$ cat src/rtl/dmactl_pkg.sv
package dmactl_pkg;

    typedef enum logic [1:0] {
        CH_IDLE     = 2'd0,
        CH_RUN      = 2'd1,
        CH_PAUSING  = 2'd2,
        CH_ABORTING = 2'd3
    } ch_state_e;

    // control word bit positions
    localparam int C_PAUSE   = 0;
    localparam int C_ABORT   = 1;
    localparam int C_WB      = 2;
    localparam int C_START   = 3;
    localparam int C_RSTOP   = 4;
    localparam int C_MODE_LO = 5;
    localparam int C_INV     = 8;
    localparam int C_PDONE   = 9;
    localparam int C_ADONE   = 10;
    localparam int C_IDONE   = 12;
    localparam int C_BUSY    = 30;

    // interrupt status / enable bit positions
    localparam int S_ERR   = 0;
    localparam int S_INV   = 1;
    localparam int S_DESC  = 2;
    localparam int S_ABORT = 3;
    localparam int E_PDONE = 4;
    localparam int E_IDONE = 5;

    localparam int NUM_STAT  = 4;
    localparam int NUM_FLAGS = 4;  // {imm, abort, pause, invalid}

    typedef struct packed {
        logic start;
        logic pause;
        logic abort;
    } cmd_t;

    typedef struct packed {
        logic       wb_en;
        logic       ring_stop;
        logic [1:0] mode;
    } cfg_t;

    typedef struct packed {
        logic imm;
        logic abrt;
        logic pause;
    } done_t;

    function automatic cmd_t decode_cmd(input logic [31:0] w);
        cmd_t c;
        c.start = w[C_START];
        c.pause = w[C_PAUSE];
        c.abort = w[C_ABORT];
        return c;
    endfunction

    function automatic cfg_t decode_cfg(input logic [31:0] w);
        cfg_t c;
        c.wb_en     = w[C_WB];
        c.ring_stop = w[C_RSTOP];
        c.mode      = w[C_MODE_LO +: 2];
        return c;
    endfunction

    // flag vector order: [0]=invalid [1]=pause done [2]=abort done [3]=imm done
    function automatic logic [NUM_FLAGS-1:0] flag_clear_mask(input logic [31:0] w);
        return {w[C_IDONE], w[C_ADONE], w[C_PDONE], w[C_INV]};
    endfunction

endpackage

$ cat src/rtl/dmactl_sticky.sv
module dmactl_sticky #(
    parameter int W = 4
) (
    input  logic         clk,
    input  logic         rst,
    input  logic [W-1:0] set_i,
    input  logic [W-1:0] clr_i,
    output logic [W-1:0] q_o
);
    // per-bit sticky cell: a set in the same cycle as a clear wins
    for (genvar i = 0; i < W; i++) begin : g_bit
        logic b_q;
        always_ff @(posedge clk) begin
            if (rst)           b_q <= 1'b0;
            else if (set_i[i]) b_q <= 1'b1;
            else if (clr_i[i]) b_q <= 1'b0;
        end
        assign q_o[i] = b_q;
    end
endmodule

$ cat src/rtl/dmactl_fsm.sv
module dmactl_fsm
    import dmactl_pkg::*;
(
    input  logic      clk,
    input  logic      rst,
    input  logic      cmd_valid,
    input  cmd_t      cmd,
    input  logic      eng_idle,
    input  logic      inv_evt,
    input  logic      ring_stop,
    output ch_state_e state_o,
    output done_t     done_o
);
    ch_state_e state_q, state_d;
    done_t     done_d;

    always_comb begin
        state_d = state_q;
        done_d  = '0;
        unique case (state_q)
            CH_IDLE: begin
                if (cmd_valid) begin
                    if (cmd.abort)      done_d.abrt  = 1'b1;
                    else if (cmd.pause) done_d.pause = 1'b1;
                    else if (cmd.start) state_d      = CH_RUN;
                end
            end
            CH_RUN: begin
                if (cmd_valid && cmd.abort)      state_d = CH_ABORTING;
                else if (cmd_valid && cmd.pause) state_d = CH_PAUSING;
                else if (inv_evt && ring_stop) begin
                    state_d    = CH_IDLE;
                    done_d.imm = 1'b1;
                end
            end
            CH_PAUSING: begin
                if (cmd_valid && cmd.abort) state_d = CH_ABORTING;
                else if (eng_idle) begin
                    state_d      = CH_IDLE;
                    done_d.pause = 1'b1;
                end
            end
            CH_ABORTING: begin
                if (eng_idle) begin
                    state_d     = CH_IDLE;
                    done_d.abrt = 1'b1;
                end
            end
            default: state_d = CH_IDLE;
        endcase
    end

    always_ff @(posedge clk) begin
        if (rst) state_q <= CH_IDLE;
        else     state_q <= state_d;
    end

    assign state_o = state_q;
    assign done_o  = done_d;
endmodule

$ cat src/rtl/dmactl_irq.sv
module dmactl_irq
    import dmactl_pkg::*;
#(
    parameter int IST_W = 16
) (
    input  logic                clk,
    input  logic                rst,
    input  logic                ist_wr,
    input  logic                ien_wr,
    input  logic [IST_W-1:0]    wdata,
    input  logic [NUM_STAT-1:0] ev,
    input  logic                pdone_flag,
    input  logic                idone_flag,
    output logic [IST_W-1:0]    ist_o,
    output logic [IST_W-1:0]    ien_o,
    output logic                irq_o
);
    localparam logic [IST_W-1:0] IEN_MASK =
        IST_W'((1 << S_ERR) | (1 << S_INV) | (1 << S_ABORT) | (1 << E_PDONE) | (1 << E_IDONE));

    logic [NUM_STAT-1:0] stat_q;
    logic [NUM_STAT-1:0] stat_clr;
    logic [IST_W-1:0]    ien_q;

    assign stat_clr = ist_wr ? wdata[NUM_STAT-1:0] : '0;

    dmactl_sticky #(.W(NUM_STAT)) u_stat (
        .clk   (clk),
        .rst   (rst),
        .set_i (ev),
        .clr_i (stat_clr),
        .q_o   (stat_q)
    );

    always_ff @(posedge clk) begin
        if (rst)         ien_q <= '0;
        else if (ien_wr) ien_q <= wdata & IEN_MASK;
    end

    assign ist_o = {{(IST_W-NUM_STAT){1'b0}}, stat_q};
    assign ien_o = ien_q;

    assign irq_o = (stat_q[S_ERR]   & ien_q[S_ERR])
                 | (stat_q[S_INV]   & ien_q[S_INV])
                 | (stat_q[S_ABORT] & ien_q[S_ABORT])
                 |  stat_q[S_DESC]
                 | (pdone_flag      & ien_q[E_PDONE])
                 | (idone_flag      & ien_q[E_IDONE]);
endmodule

$ cat src/rtl/dmactl_top.sv
module dmactl_top
    import dmactl_pkg::*;
#(
    parameter int DATA_W = 32,
    parameter int ADDR_W = 2,
    parameter int IST_W  = 16
) (
    input  logic              clk,
    input  logic              rst,
    input  logic              reg_wr_en,
    input  logic [ADDR_W-1:0] reg_addr,
    input  logic [DATA_W-1:0] reg_wdata,
    output logic [DATA_W-1:0] reg_rdata,
    output logic              eng_run,
    output logic              eng_pause_req,
    output logic              eng_abort_req,
    input  logic              eng_idle,
    output logic              cfg_wb_en,
    output logic              cfg_ring_stop,
    output logic [1:0]        cfg_mode,
    input  logic              evt_desc_done,
    input  logic              evt_invalid,
    input  logic              evt_error,
    output logic              irq
);
    localparam logic [ADDR_W-1:0] A_CTRL = ADDR_W'(0);
    localparam logic [ADDR_W-1:0] A_IST  = ADDR_W'(1);
    localparam logic [ADDR_W-1:0] A_IEN  = ADDR_W'(2);

    logic ctrl_wr, ist_wr, ien_wr;
    assign ctrl_wr = reg_wr_en && (reg_addr == A_CTRL);
    assign ist_wr  = reg_wr_en && (reg_addr == A_IST);
    assign ien_wr  = reg_wr_en && (reg_addr == A_IEN);

    logic [31:0] wword;
    assign wword = 32'(reg_wdata);

    cmd_t      cmd;
    ch_state_e state;
    done_t     done;
    cfg_t      cfg_q;

    assign cmd = decode_cmd(wword);

    dmactl_fsm u_fsm (
        .clk       (clk),
        .rst       (rst),
        .cmd_valid (ctrl_wr),
        .cmd       (cmd),
        .eng_idle  (eng_idle),
        .inv_evt   (evt_invalid),
        .ring_stop (cfg_q.ring_stop),
        .state_o   (state),
        .done_o    (done)
    );

    // configuration is only accepted while the channel is idle
    always_ff @(posedge clk) begin
        if (rst)                               cfg_q <= '0;
        else if (ctrl_wr && state == CH_IDLE)  cfg_q <= decode_cfg(wword);
    end

    // control-word completion flags: [0]=invalid [1]=pause [2]=abort [3]=imm
    logic [NUM_FLAGS-1:0] flag_set, flag_clr, flag_q;
    assign flag_set = {done.imm, done.abrt, done.pause, evt_invalid};
    assign flag_clr = ctrl_wr ? flag_clear_mask(wword) : '0;

    dmactl_sticky #(.W(NUM_FLAGS)) u_flags (
        .clk   (clk),
        .rst   (rst),
        .set_i (flag_set),
        .clr_i (flag_clr),
        .q_o   (flag_q)
    );

    logic [IST_W-1:0]    ist, ien;
    logic [NUM_STAT-1:0] stat_ev;
    always_comb begin
        stat_ev          = '0;
        stat_ev[S_ERR]   = evt_error;
        stat_ev[S_INV]   = evt_invalid;
        stat_ev[S_DESC]  = evt_desc_done;
        stat_ev[S_ABORT] = done.abrt;
    end

    dmactl_irq #(.IST_W(IST_W)) u_irq (
        .clk        (clk),
        .rst        (rst),
        .ist_wr     (ist_wr),
        .ien_wr     (ien_wr),
        .wdata      (reg_wdata[IST_W-1:0]),
        .ev         (stat_ev),
        .pdone_flag (flag_q[1]),
        .idone_flag (flag_q[3]),
        .ist_o      (ist),
        .ien_o      (ien),
        .irq_o      (irq)
    );

    logic [31:0] ctrl_word;
    always_comb begin
        ctrl_word                   = '0;
        ctrl_word[C_PAUSE]          = (state == CH_PAUSING);
        ctrl_word[C_ABORT]          = (state == CH_ABORTING);
        ctrl_word[C_WB]             = cfg_q.wb_en;
        ctrl_word[C_RSTOP]          = cfg_q.ring_stop;
        ctrl_word[C_MODE_LO +: 2]   = cfg_q.mode;
        ctrl_word[C_INV]            = flag_q[0];
        ctrl_word[C_PDONE]          = flag_q[1];
        ctrl_word[C_ADONE]          = flag_q[2];
        ctrl_word[C_IDONE]          = flag_q[3];
        ctrl_word[C_BUSY]           = (state != CH_IDLE);
    end

    always_comb begin
        unique case (reg_addr)
            A_CTRL:  reg_rdata = DATA_W'(ctrl_word);
            A_IST:   reg_rdata = DATA_W'(ist);
            A_IEN:   reg_rdata = DATA_W'(ien);
            default: reg_rdata = '0;
        endcase
    end

    assign eng_run       = (state != CH_IDLE);
    assign eng_pause_req = (state == CH_PAUSING);
    assign eng_abort_req = (state == CH_ABORTING);
    assign cfg_wb_en     = cfg_q.wb_en;
    assign cfg_ring_stop = cfg_q.ring_stop;
    assign cfg_mode      = cfg_q.mode;
endmodule

$ cat config.mk
export PLATFORM = sky130hd
export DESIGN_NAME = dmactl_top
export DESIGN_NICKNAME = d
export VERILOG_FILES = /design/src/rtl/dmactl_pkg.sv /design/src/rtl/dmactl_sticky.sv /design/src/rtl/dmactl_fsm.sv /design/src/rtl/dmactl_irq.sv /design/src/rtl/dmactl_top.sv
export SDC_FILE = /design/constraint.sdc
export NUM_CORES = 1
export LEC_CHECK = 0
export BUFFER_PORTS_ARGS = -buffer_cell sky130_fd_sc_hd__buf_2
export CAP_MARGIN = 10
export CORE_MARGIN = 2
export CORE_UTILIZATION = 33
export DETAILED_ROUTE_END_ITERATION = 8
export PLACE_DENSITY_LB_ADDON = 0.3
export SYNTH_ARGS = -nofsm -noshare
export SYNTH_HDL_FRONTEND = slang
export SYNTH_SLANG_ARGS = --single-unit
$ cat constraint.sdc
create_clock -name clk -period 1.7 [get_ports clk]
set_input_delay 0.085 -clock clk [delete_from_list [all_inputs] [get_ports clk]]
set_output_delay 0.085 -clock clk [all_outputs]
set_load 0.01 [all_outputs]
# Word level (Yosys, flattened, before mapping)
# Cells that the tools add are included.
# op_classes
n_reduce_logical	19
eq_ne	10
n_bitwise	10
mux	41
# ops
operator	count
$pmux W31 S3	1
$mux W1	25
$mux W2	10
$reduce_bool A2 Y1	9
$mux W4	2
$ne A2 B2 Y1 const B	4
$pmux W2 S4	1
$logic_and A1 B1 Y1	7
$eq A2 B2 Y1 const B	3
$and A1 B1 Y1	5
$or A1 B1 Y1	5
$reduce_and A5 Y1	1
$eq A2 B1 Y1 const B	2
$logic_not A2 Y1	2
$ne A4 B1 Y1 const B	1
$pmux W1 S2	2
# word_totals
regBits	19
in_bits	41
output_inout_bits	40
elab_cells	93

# Longest topological paths before layout
# Gate-level depths: netlist of the first run.
# logic_depth
word_depth	7
ltp_mapped	7
ltp_nobuf	6

# Hierarchy
# A second synthesis of the first run with hierarchy kept.
# hier_totals
hier_cells	209
hier_area_um2	1665.3
# by_module_without_submodules
mod	cells_each	seq_area_each_um2	instances	area_each_um2
dmactl_top	87	80.1	1	653.1
dmactl_irq	48	100.1	1	406.6
dmactl_sticky	20	80.1	2	170.2
dmactl_fsm	34	40.0	1	265.3

# Least setup slack after synthesis of the first run
# OpenSTA, ideal clock, no wires.
# synth_timing
path_type	reg-to-reg
start	reg u_fsm.state_q[1], in the netlist u_fsm.state_o[1]
end	reg u_fsm.state_q[0], in the netlist u_fsm.state_o[0]
setup_time_ns	0.128
t_required_ns	1.572
setup_slack_ns	0.306
arrival_ns	1.266
period_less_slack_ns	1.394
stages_incl_launch_ff	7
cell_sequence	dfxtp_1 > inv_1 > ha_1 > a21bo_2 > o21ba_2 > a31oi_1 > o31ai_1
# synth_between
elab_chain_len	3
elab_cells_between_ends	11
# synth_lines
item	line_no	rtl
from (decl)	dmactl_fsm.sv:14	ch_state_e state_q, state_d;
from (signal assigned)	dmactl_fsm.sv:55	else state_q <= state_d;
$eq A2 B1 Y1 or $logic_not A2 Y1 (tied branches)	dmactl_fsm.sv:20	unique case (state_q)
$ne A4 B1 Y1 (no line) or $ne A2 B2 Y1 (tied branches)	--	
$reduce_and A5 Y1 (no line)	--	
# Several ways; a longest one is shown, not always the timed one.
# A chain may end at the register's enable or synchronous reset.

# Final worst setup path of the first run
# Same ends and word-level chain as after synthesis.

==> results of run 1 <==
## final cells by class
type,count,area [um2]
Sequential cell,19,380
Tap cell,48,60.1
Clock buffer,4,45.0
Timing Repair Buffer,42,218
Fill cell,403,2160
Multi-Input combinational cell,129,724
Inverter,4,15.0
## flip-flops by register name (all words and copies together), names as in the netlist
name and cells:
u_irq.u_stat.g_bit.b_q 4, cfg_ring_stop 1, u_fsm.state_o 2, cfg_wb_en 1
cfg_mode 2, u_flags.g_bit.b_q 4, u_irq.ien_o 5
## kinds of logic after synthesis
logic type	count (synthesis)	synth area share [%]
multiplexers	8	6.53
flip-flops	19	31.0
AO/OA/AOI/OAI	33	16.8
AND/OR/NAND/NOR	64	25.3
adder cells (fa/ha/maj)	4	4.08
buffers and inverters	31	15.9
other	1	0.306
## per-layer routing
layer	wire length [um]	track usage, %
met1	1400	19.6
met2	1350	22.9
met3	253	3.47
met4	13	3.19
met5	0	0
## path summary, 6_finish.rpt
kind                                     startpoint                                endpoint  slack (ns)  cells after the start
setup / recovery      u_fsm.state_o[1]$_SDFFE_PP0P_           u_fsm.state_o[0]$_SDFFE_PP0P_        0.15                      6
hold / removal                            evt_error  u_irq.u_stat.g_bit[0].b_q$_SDFFE_PP0P_        0.03                      3
setup reg to reg      u_fsm.state_o[1]$_SDFFE_PP0P_           u_fsm.state_o[0]$_SDFFE_PP0P_        0.15                      6
hold reg to reg   u_flags.g_bit[2].b_q$_SDFFE_PP0P_       u_flags.g_bit[2].b_q$_SDFFE_PP0P_        0.47                      2
## power by group through the flow
stage / clock network (mW) / logic [mW] / registers (mW)
2_1_floorplan: 0 / 0.132 / 0.483
3_3_place_gp: 0 / 0.156 / 0.484
3_5_place_dp: 0 / 0.156 / 0.484
4_1_cts: 0.330 / 0.157 / 0.474
5_1_grt: 0.340 / 0.174 / 0.476
6_report: 0.319 / 0.157 / 0.474
## metrics by stage
step	area [um2]	setup WS, ns	util (%)	instances	hold WS, ns
detailed placement	1400	0.179	38.7	242	0.302
floorplan	1300	0.306	-	179	0.202
CTS	1440	0.109	39.9	246	0.0330
finish	1440	0.155	40.0	246	0.0300
global placement	1400	0.185	38.7	242	0.292
global route	1440	0.0518	40.0	246	0.0447
## worst max-delay path: cells and delay by family, from the launching register on
| family | cells | cell delay [ns] |
|---|---|---|
| fa+ha+maj | 1 | 0.22 |
| compound gates | 4 | 0.74 |
| flops | 1 | 0.33 |
| buf+inv | 1 | 0.13 |
## placed cells by master (no fill, tap or decap)
master,netlist,final
nor4_1,1,1
conb_1,1,20
a311oi_1,1,1
or2_1,2,2
buf_4,20,3
and2_1,5,5
nor3b_4,1,1
nand2_1,26,26
nand3_1,7,7
o21ba_2,1,1
dfxtp_1,19,19
nand3b_1,1,1
clkbuf_1,4,1
nor2_1,15,15
clkbuf_8,0,3
o211ai_1,1,1
nor3_1,2,2
a32o_1,1,1
mux2i_1,8,8
a31oi_1,1,1
a32oi_1,1,1
o21ai_0,3,3
ha_1,4,3
a22oi_1,2,2
inv_1,4,4
buf_2,3,39
ha_2,0,1
o31ai_1,1,1
o32ai_1,2,2
nand4_1,2,2
a21oi_1,18,18
nor2b_4,1,1
and3b_1,1,1
a21bo_2,1,1
==> results by group, run 1 <==
Place
  – Port bufs: 39
  – Dpl hpwl: between 2000 and 2500 um
  – GP Congestion: 0.807

Clock network
  – Clk sinks: 19
  – CTS clk-pin slew, worst paths: 0.07 ns
  – Clock tree from TritonCTS: done
  – CTS Hold Bufs: 0
  – CTS-repair resized insts: 0
  – Num CTS Buffers: 3
  – H-tree levels: 1
  – Buffer count from post-CTS setup fixing: 0
  – Root Driver: clkbuf_8
  – Max clock buf depth: 2
  – Later-pin clock latency in the skew report: about 0.26 ns

Critical path
  – CP Cell Sequence: inv_1 > ha_1 > a21bo_2 > o21ba_2 > a31oi_1 > o31ai_1
  – Delay of the slowest critical-path stage: between 0.3 and 0.4 ns
  – CP required: 1.83 ns
  – Crit path arrival time: 1.68 ns
  – CP startpoint kind: flip-flop
  – CP max FO: 4
  – Crit path capture type: flip-flop
  – Kind of critical path: flip-flop to flip-flop
  – Crit path max-delay cell type: dfxtp_1

Timing
  – Final worst-path cycle share: 90.9%
  – Final min period: 1.55 ns
  – Fin. Hold Viols: 0
  – Setup Viol. Count Final: 0
  – Fin Clk Skew: 0.00403 ns
  – Max Freq: 647 MHz
  – RSZ-0062 raised after global routing: no
  – Fin Setup TNS: 0 ns
  – Max Slew Vio Count: 0

Global routing
  – Largest net degree at the start of global routing: 22
  – Antenna violations before repair: 0
  – Grt ovf: 0
  – Total track usage: between 10% and 20%
  – First-pass GRT wire length: about 4700 um
  – Vias in the first global route: between 900 and 1000

Route
  – Final wirelength: a little over 3000 um
  – Drt wl/cell: 12.3 um
  – Initial drt markers: 54
  – Routed vias/inst: around 4.7
  – Vias: 1151
  – Drt drc: 0
  – Post-DRT Antenna Nets: 0
  – Drt pass-1 iters: 4

Power and ir drop
  – Switching Fraction: ~28%
  – Seq pwr share: around half
  – Static leakage: approximately 0.69 nW
  – Internal: 687 uW
  – Comb power frac: 16.5%
  – Worst IR Drop VDD: between 0.0005 and 0.0006 V
  – P_sw: 264 uW
  – Clock power frac: 33.6%
  – Power per cell area: 659 nW/um2
  – Total Power: 951 uW

Yosys
  – Largest cells by area after synthesis: dfxtp_1, buf_4, nand2_1, a21oi_1, mux2i_1
  – Post-Syn Instances: 160
  – Post-Syn Area: 1230 um2
  – Synth Warn #: 0
  – Part of the Yosys area used for sequential elements: between 30 and 40%
  – Synth async-reset ratio: 0%
  – Top cells by count, synth: nand2_1, buf_4, dfxtp_1
  – Yosys reg bits: 19
  – Most common cell in the netlist: nand2_1
  – Synth unique cells: 32
  – Synth top area share: 31.0%
  – Synthesized area per cell: between 7 and 8 um2
  – Synth area leader: dfxtp_1
  – Top_reg_cell synth: dfxtp_1
  – Number of synthesized flops with an enable pin: 0

Min path
  – Worst hold-check path type: input pin to flip-flop

Die
  – Core Area: 3610 um2
  – Die Span X: 65.0 um
  – Row Count: 22
  – Die extent in y: 65.0 um
  – Initial Util: about 34%
  – Die outline area: 4220 um2
  – I/O pin count: 81

Cells and area
  – Area grow syn2layout: 17.7%
  – # nets final: 244
  – Layout cell share with drive strength beyond 1: between 20% and 30%
  – ANT cells: 0

Outcome
  – Status: complete, no violations

Job
  – Maxcap violations: 0
(Power assumes the default switching activity.)
==> run 2: changes to the inputs <==
Settings changed: CTS_BUF_LIST set to sky130_fd_sc_hd__clkbuf_4 sky130_fd_sc_hd__clkbuf_8.
==> results by group, run 2 (synthesis results as in run 1) <==
Critical path
  – CP startpoint kind: flip-flop (unchanged)
  – Worst-case reg-to-reg path depth: 6 (unchanged)
  – Crit path arrival time: 1.68 ns (about the same)
  – CP max FO: 4 (unchanged)
  – CP required: 1.83 ns (about the same)
  – Crit Reg-Reg Endpoint: u_fsm.state_o[0]$_SDFFE_PP0P_ (unchanged)
  – R2r setup slk: 0.15 ns (about the same)
  – Crit path capture type: flip-flop (unchanged)
  – Worst R2R Start: u_fsm.state_o[1]$_SDFFE_PP0P_ (unchanged)
  – Kind of critical path: flip-flop to flip-flop (unchanged)

Power and ir drop
  – Switching Fraction: 27.3% (was 27.8%)
  – Internal: 703 uW (was 687 uW)
  – Total Power: 967 uW (was 951 uW)
  – Static leakage: 0.694 nW (was 0.691 nW)
  – Clock power frac: 34.7% (was 33.6%)
  – Seq pwr share: 49.0% (was 49.9%)
  – P_sw: 264 uW (about the same)
  – Worst IR Drop VDD: 0.000543 V (was 0.000508 V)
  – Power per cell area: 669 nW/um2 (was 659 nW/um2)
  – Comb power frac: 16.3% (was 16.5%)

Clock network
  – Clk sinks: 19 (unchanged)
  – Later-pin clock latency in the skew report: 0.26 ns (about the same)
  – Max clock buf depth: 2 (unchanged)
  – CTS Hold Bufs: 0 (unchanged)
  – Root Driver: clkbuf_8 (unchanged)
  – H-tree levels: 1 (unchanged)
  – Num CTS Buffers: 3 (unchanged)
  – CTS clk-pin slew, worst paths: 0.07 ns (about the same)
  – Clock tree from TritonCTS: done (unchanged)

Timing
  – Setup Viol. Count Final: 0 (unchanged)
  – Max Slew Vio Count: 0 (unchanged)
  – Fin Clk Skew: 0.00390 ns (was 0.00403 ns)
  – Max Freq: 647 MHz (about the same)
  – Worst setup margin: 0.155 ns (about the same)
  – Final worst-path cycle share: 90.9% (about the same)
  – Fin. Hold Viols: 0 (unchanged)
  – RSZ-0062 raised after global routing: no (unchanged)
  – Fin Setup TNS: 0 ns (unchanged)
  – Final min period: 1.55 ns (about the same)

Outcome
  – Status: complete, no violations (unchanged)

Cells and area
  – Commonest non-fill, non-tap cell in the layout: buf_2 (unchanged)
  – Area grow syn2layout: 18.0% (was 17.7%)
  – Number of flip-flops under the largest register name: 5 (unchanged)
  – Cell Count, Final, Fillers Out: 246 (unchanged)
  – ANT cells: 0 (unchanged)
  – # nets final: 244 (unchanged)
  – Layout cell share with drive strength beyond 1: 25.8% (was 25.3%)
  – Most frequent cells in the layout: buf_2, nand2_1, conb_1 (unchanged)

Global routing
  – Largest net degree at the start of global routing: 22 (unchanged)
  – Total track usage: 14.4% (unchanged)
  – GR Util met2: 22.9% (unchanged)
  – Antenna violations before repair: 0 (unchanged)
  – Gr busiest metal: met2 (unchanged)
  – First-pass GRT wire length: 4690 um (unchanged)
  – Vias in the first global route: 990 (unchanged)
  – Grt ovf: 0 (unchanged)
  – Grt met1 use: 19.6% (unchanged)
  – Met3 GRT Util: 3.47% (unchanged)

Place
  – Port bufs: 39 (unchanged)
  – Dpl hpwl: 2290 um (unchanged)
  – Setup WS pre-CTS: 0.179 ns (unchanged)
  – Placed Cells: 242 (unchanged)
  – GP Congestion: 0.807 (unchanged)

Min path
  – HP Start: evt_error (unchanged)
  – Worst hold-check path type: input pin to flip-flop (unchanged)
  – Worst Hold Endpoint: u_irq.u_stat.g_bit[0].b_q$_SDFFE_PP0P_ (unchanged)
  – Hold Crit Depth: 3 (unchanged)

Route
  – Routed vias/inst: 4.67 (was 4.68)
  – Drt wl/cell: 12.3 um (about the same)
  – Initial drt markers: 54 (unchanged)
  – Drt pass-1 iters: 4 (unchanged)
  – Drt drc: 0 (unchanged)
  – Post-DRT Antenna Nets: 0 (unchanged)
  – Final wirelength: 3020 um (about the same)
  – Vias: 1150 (was 1151)

Job
  – Maxcap violations: 0 (unchanged)

Die
  – Die outline area: 4220 um2 (unchanged)
  – I/O pin count: 81 (unchanged)
  – Core Area: 3610 um2 (unchanged)
  – Die extent in y: 65.0 um (unchanged)
  – Die Span X: 65.0 um (unchanged)
  – Initial Util: 34.0% (unchanged)
  – Row Count: 22 (unchanged)
-- run 2: how the worst max path moves through the flow --
| stage | from | to | slack (ns) |
|---|---|---|---|
| after floorplan | u_fsm.state_o[1]$_SDFFE_PP0P_ | u_fsm.state_o[0]$_SDFFE_PP0P_ | 0.31 |
| final | u_fsm.state_o[1]$_SDFFE_PP0P_ | u_fsm.state_o[0]$_SDFFE_PP0P_ | 0.15 |
| after global routing | u_fsm.state_o[1]$_SDFFE_PP0P_ | u_fsm.state_o[1]$_SDFFE_PP0P_ | 0.05 |
| after detailed placement | u_fsm.state_o[1]$_SDFFE_PP0P_ | u_fsm.state_o[0]$_SDFFE_PP0P_ | 0.18 |
| after global placement | u_fsm.state_o[1]$_SDFFE_PP0P_ | u_fsm.state_o[0]$_SDFFE_PP0P_ | 0.19 |
| after CTS | u_fsm.state_o[0]$_SDFFE_PP0P_ | reg_rdata[30] | 0.11 |
-- run 2: area by class of cell --
cell class	instances	area (um2)
Timing Repair Buffer	42	218
Inverter	4	15.0
Tap cell	48	60.1
Clock buffer	4	48.8
Multi-Input combinational cell	129	724
Fill cell	401	2160
Sequential cell	19	380
-- run 2: metal layers --
layer	share of wire, %	wire, um
met4	0.43	13
met1	46	1400
met2	45	1350
met5	0	0
met3	8.4	253
-- run 2: critical path, cell delays in order (launching register included) --
cell     delay [ns]
dfxtp_1        0.33
inv_1          0.13
ha_1           0.22
a21bo_2        0.27
o21ba_2        0.22
a31oi_1        0.16
o31ai_1        0.09
-- run 2: repair_timing --
item,CTS,global route
setup endpoints to repair,0,1
gates resized for setup,0,1
buffers inserted,0,0
-- run 2: stage by stage --
step	utilization [%]	instance area [um2]	hold WS, ns
finish	40.1	1450	0.0299
global route	40.1	1450	0.0447
detailed placement	38.7	1400	0.302
CTS	40.0	1440	0.0330
global placement	38.7	1400	0.292
floorplan	-	1300	0.202
-- run 2: power groups by stage --
stage | clock, mW | sequential [mW] | combinational, mW
finish | 0.336 | 0.474 | 0.157
detailed placement | 0 | 0.484 | 0.156
global placement | 0 | 0.484 | 0.156
floorplan | 0 | 0.483 | 0.132
CTS | 0.346 | 0.474 | 0.157
global route | 0.356 | 0.476 | 0.174
==> run 3: changes to the inputs <==
==> constraint.sdc (replaced) <==
create_clock -name clk -period 1.7 [get_ports clk]
set_input_delay 0.34 -clock clk [delete_from_list [all_inputs] [get_ports clk]]
set_output_delay 0.34 -clock clk [all_outputs]
set_load 0.01 [all_outputs]
==> results by group, run 3 (synthesis results as in run 1) <==
Route
  – Drt pass-1 iters: 4 (unchanged)
  – Initial drt markers: 33 (was 54)
  – Final wirelength: 2970 um (was 3020 um)
  – Drt wl/cell: 12.2 um (was 12.3 um)
  – Vias: 1141 (was 1150)
  – Routed vias/inst: 4.68 (was 4.67)
  – Drt drc: 0 (unchanged)
  – Post-DRT Antenna Nets: 0 (unchanged)

Critical path
  – CP startpoint kind: flip-flop (unchanged)
  – Kind of critical path: flip-flop to primary output (was flip-flop to flip-flop)
  – Crit path max-delay cell type: dfxtp_2 (was dfxtp_1)
  – Crit path arrival time: 1.32 ns (was 1.68 ns)
  – Crit path capture type: primary output (was flip-flop)
  – CP max FO: 4 (unchanged)
  – CP Cell Sequence: ha_2 > mux2i_1 > o21ai_0 > buf_2 (was inv_1 > ha_1 > a21bo_2 > o21ba_2 > a31oi_1 > o31ai_1)
  – Delay-heaviest family, CP: flip-flops (was compound AO/OA/AOI/OAI gates)
  – Delay of the slowest critical-path stage: 0.37 ns (was 0.33 ns)
  – CP required: 1.36 ns (was 1.83 ns)
  – Crit path buffers/inverters: 1 (unchanged)

Die
  – Die extent in y: 65.0 um (unchanged)
  – Row Count: 22 (unchanged)
  – Initial Util: 34.0% (unchanged)
  – Die Span X: 65.0 um (unchanged)
  – I/O pin count: 81 (unchanged)
  – Core Area: 3610 um2 (unchanged)
  – Die outline area: 4220 um2 (unchanged)

Cells and area
  – Register Area: 383 um2 (was 380 um2)
  – Cell Count, Final, Fillers Out: 244 (was 246)
  – # nets final: 242 (was 244)
  – Layout cell share with drive strength beyond 1: 28.1% (was 25.8%)
  – Commonest non-fill, non-tap cell in the layout: buf_2 (unchanged)
  – Area taken by multi-input logic gates: 754 um2 (was 724 um2)
  – Most frequent cells in the layout: buf_2, nand2_1, conb_1 (unchanged)
  – Fillers: 410 (was 401)
  – Post-route cell area: 1470 um2 (was 1450 um2)
  – Area grow syn2layout: 20.2% (was 18.0%)
  – Final core occ: 40.9% (was 40.1%)
  – Number of flip-flops under the largest register name: 5 (unchanged)
  – ANT cells: 0 (unchanged)

Global routing
  – Antenna violations before repair: 0 (unchanged)
  – Vias in the first global route: 1022 (was 990)
  – First-pass GRT wire length: 4780 um (was 4690 um)
  – Total track usage: 14.5% (was 14.4%)
  – Largest net degree at the start of global routing: 22 (unchanged)
  – Grt ovf: 0 (unchanged)

Clock network
  – Clock tree from TritonCTS: done (unchanged)
  – CTS clk-pin slew, worst paths: 0.07 ns (about the same)
  – Root Driver: clkbuf_8 (unchanged)
  – Num CTS Buffers: 3 (unchanged)
  – Later-pin clock latency in the skew report: 0.25 ns (was 0.26 ns)
  – CTS Hold Bufs: 0 (unchanged)
  – H-tree levels: 1 (unchanged)
  – Max clock buf depth: 2 (unchanged)
  – Clk sinks: 19 (unchanged)

Timing
  – Hold_ws: 0.292 ns (was 0.0299 ns)
  – Fin Setup TNS: 0 ns (unchanged)
  – Final worst-path cycle share: 97.6% (was 90.9%)
  – Max Freq: 603 MHz (was 647 MHz)
  – Final min period: 1.66 ns (was 1.55 ns)
  – Setup Viol. Count Final: 0 (unchanged)
  – RSZ-0062 raised after global routing: no (unchanged)
  – Worst setup margin: 0.0414 ns (was 0.155 ns)
  – Fin Clk Skew: 0.00214 ns (was 0.00390 ns)
  – Max Slew Vio Count: 0 (unchanged)
  – Fin. Hold Viols: 0 (unchanged)

Place
  – Setup WS pre-CTS: 0.141 ns (was 0.179 ns)
  – GP Congestion: 0.814 (was 0.807)
  – Placed Cells: 240 (was 242)
  – Placed Instance Area: 1390 um2 (was 1400 um2)
  – Port bufs: 39 (unchanged)
  – Dpl hpwl: 2240 um (was 2290 um)

Power and ir drop
  – Static leakage: 0.689 nW (was 0.694 nW)
  – Seq pwr share: 50.2% (was 49.0%)
  – Worst IR Drop VDD: 0.000331 V (was 0.000543 V)
  – Comb power frac: 16.7% (was 16.3%)
  – Switching Fraction: 27.7% (was 27.3%)
  – Total Power: 946 uW (was 967 uW)
  – Power per cell area: 642 nW/um2 (was 669 nW/um2)
  – P_sw: 262 uW (was 264 uW)
  – Clock power frac: 33.2% (was 34.7%)
  – Internal: 684 uW (was 703 uW)

Outcome
  – Status: complete, no violations (unchanged)

Min path
  – Worst hold-check path type: input pin to flip-flop (unchanged)

Job
  – Maxcap violations: 0 (unchanged)
run 3: cell count changes in the layout (fill, tap and decap cells not counted), moves of 2 or more:
cell,previous run,this run
buf_4,3,0
dfxtp_1,19,17
dfxtp_2,0,2
ha_1,3,1
ha_4,0,2
run 3: final timing paths:
path                                                         from                                endpoint  slack (ns)  cells after the start
worst max-delay path                u_fsm.state_o[0]$_SDFFE_PP0P_                            reg_rdata[1]        0.04                      4
worst max register to register      u_fsm.state_o[1]$_SDFFE_PP0P_           u_fsm.state_o[0]$_SDFFE_PP0P_        0.10                      6
worst min-delay path                                    evt_error  u_irq.u_stat.g_bit[0].b_q$_SDFFE_PP0P_        0.29                      3
worst min register to register  u_flags.g_bit[2].b_q$_SDFFE_PP0P_       u_flags.g_bit[2].b_q$_SDFFE_PP0P_        0.47                      2
run 3: what timing repair did:
item,CTS,global route
resized for setup,2,7
buffers inserted,0,0
cloned,0,0
endpoints found under the setup margin,3,4
run 3: final cells by class:
type | instances | area share (%)
clock buffers | 3 | 2.80
clock inverters | 1 | 0.340
inverters | 4 | 1.02
multi-input cells | 129 | 51.2
flip-flops and latches | 19 | 26.0
well taps | 48 | 4.07
repair buffers | 40 | 14.6
run 3: tightest hold or removal path: cells and delay by family:
kind                   cells  cell delay (ns)
buffers and inverters      1             0.08
AOI/OAI and AO/OA          1             0.03
and+or+nand+nor            1             0.07
run 3: metal layers:
layer | wire (um) | vias up | track usage [%]
li1 | - | 582 | -
met1 | 1420 | 510 | 20.1
met2 | 1330 | 45 | 23.2
met3 | 202 | 4 | 3.47
met4 | 17 | 0 | 2.39
met5 | 0 | - | 0
run 3: power groups by stage:
stage / registers [mW] / clock network [mW] / logic [mW]
2_1_floorplan: 0.483 / 0 / 0.132
3_3_place_gp: 0.484 / 0 / 0.156
3_5_place_dp: 0.485 / 0 / 0.157
4_1_cts: 0.474 / 0.324 / 0.157
5_1_grt: 0.476 / 0.348 / 0.176
6_report: 0.475 / 0.314 / 0.158
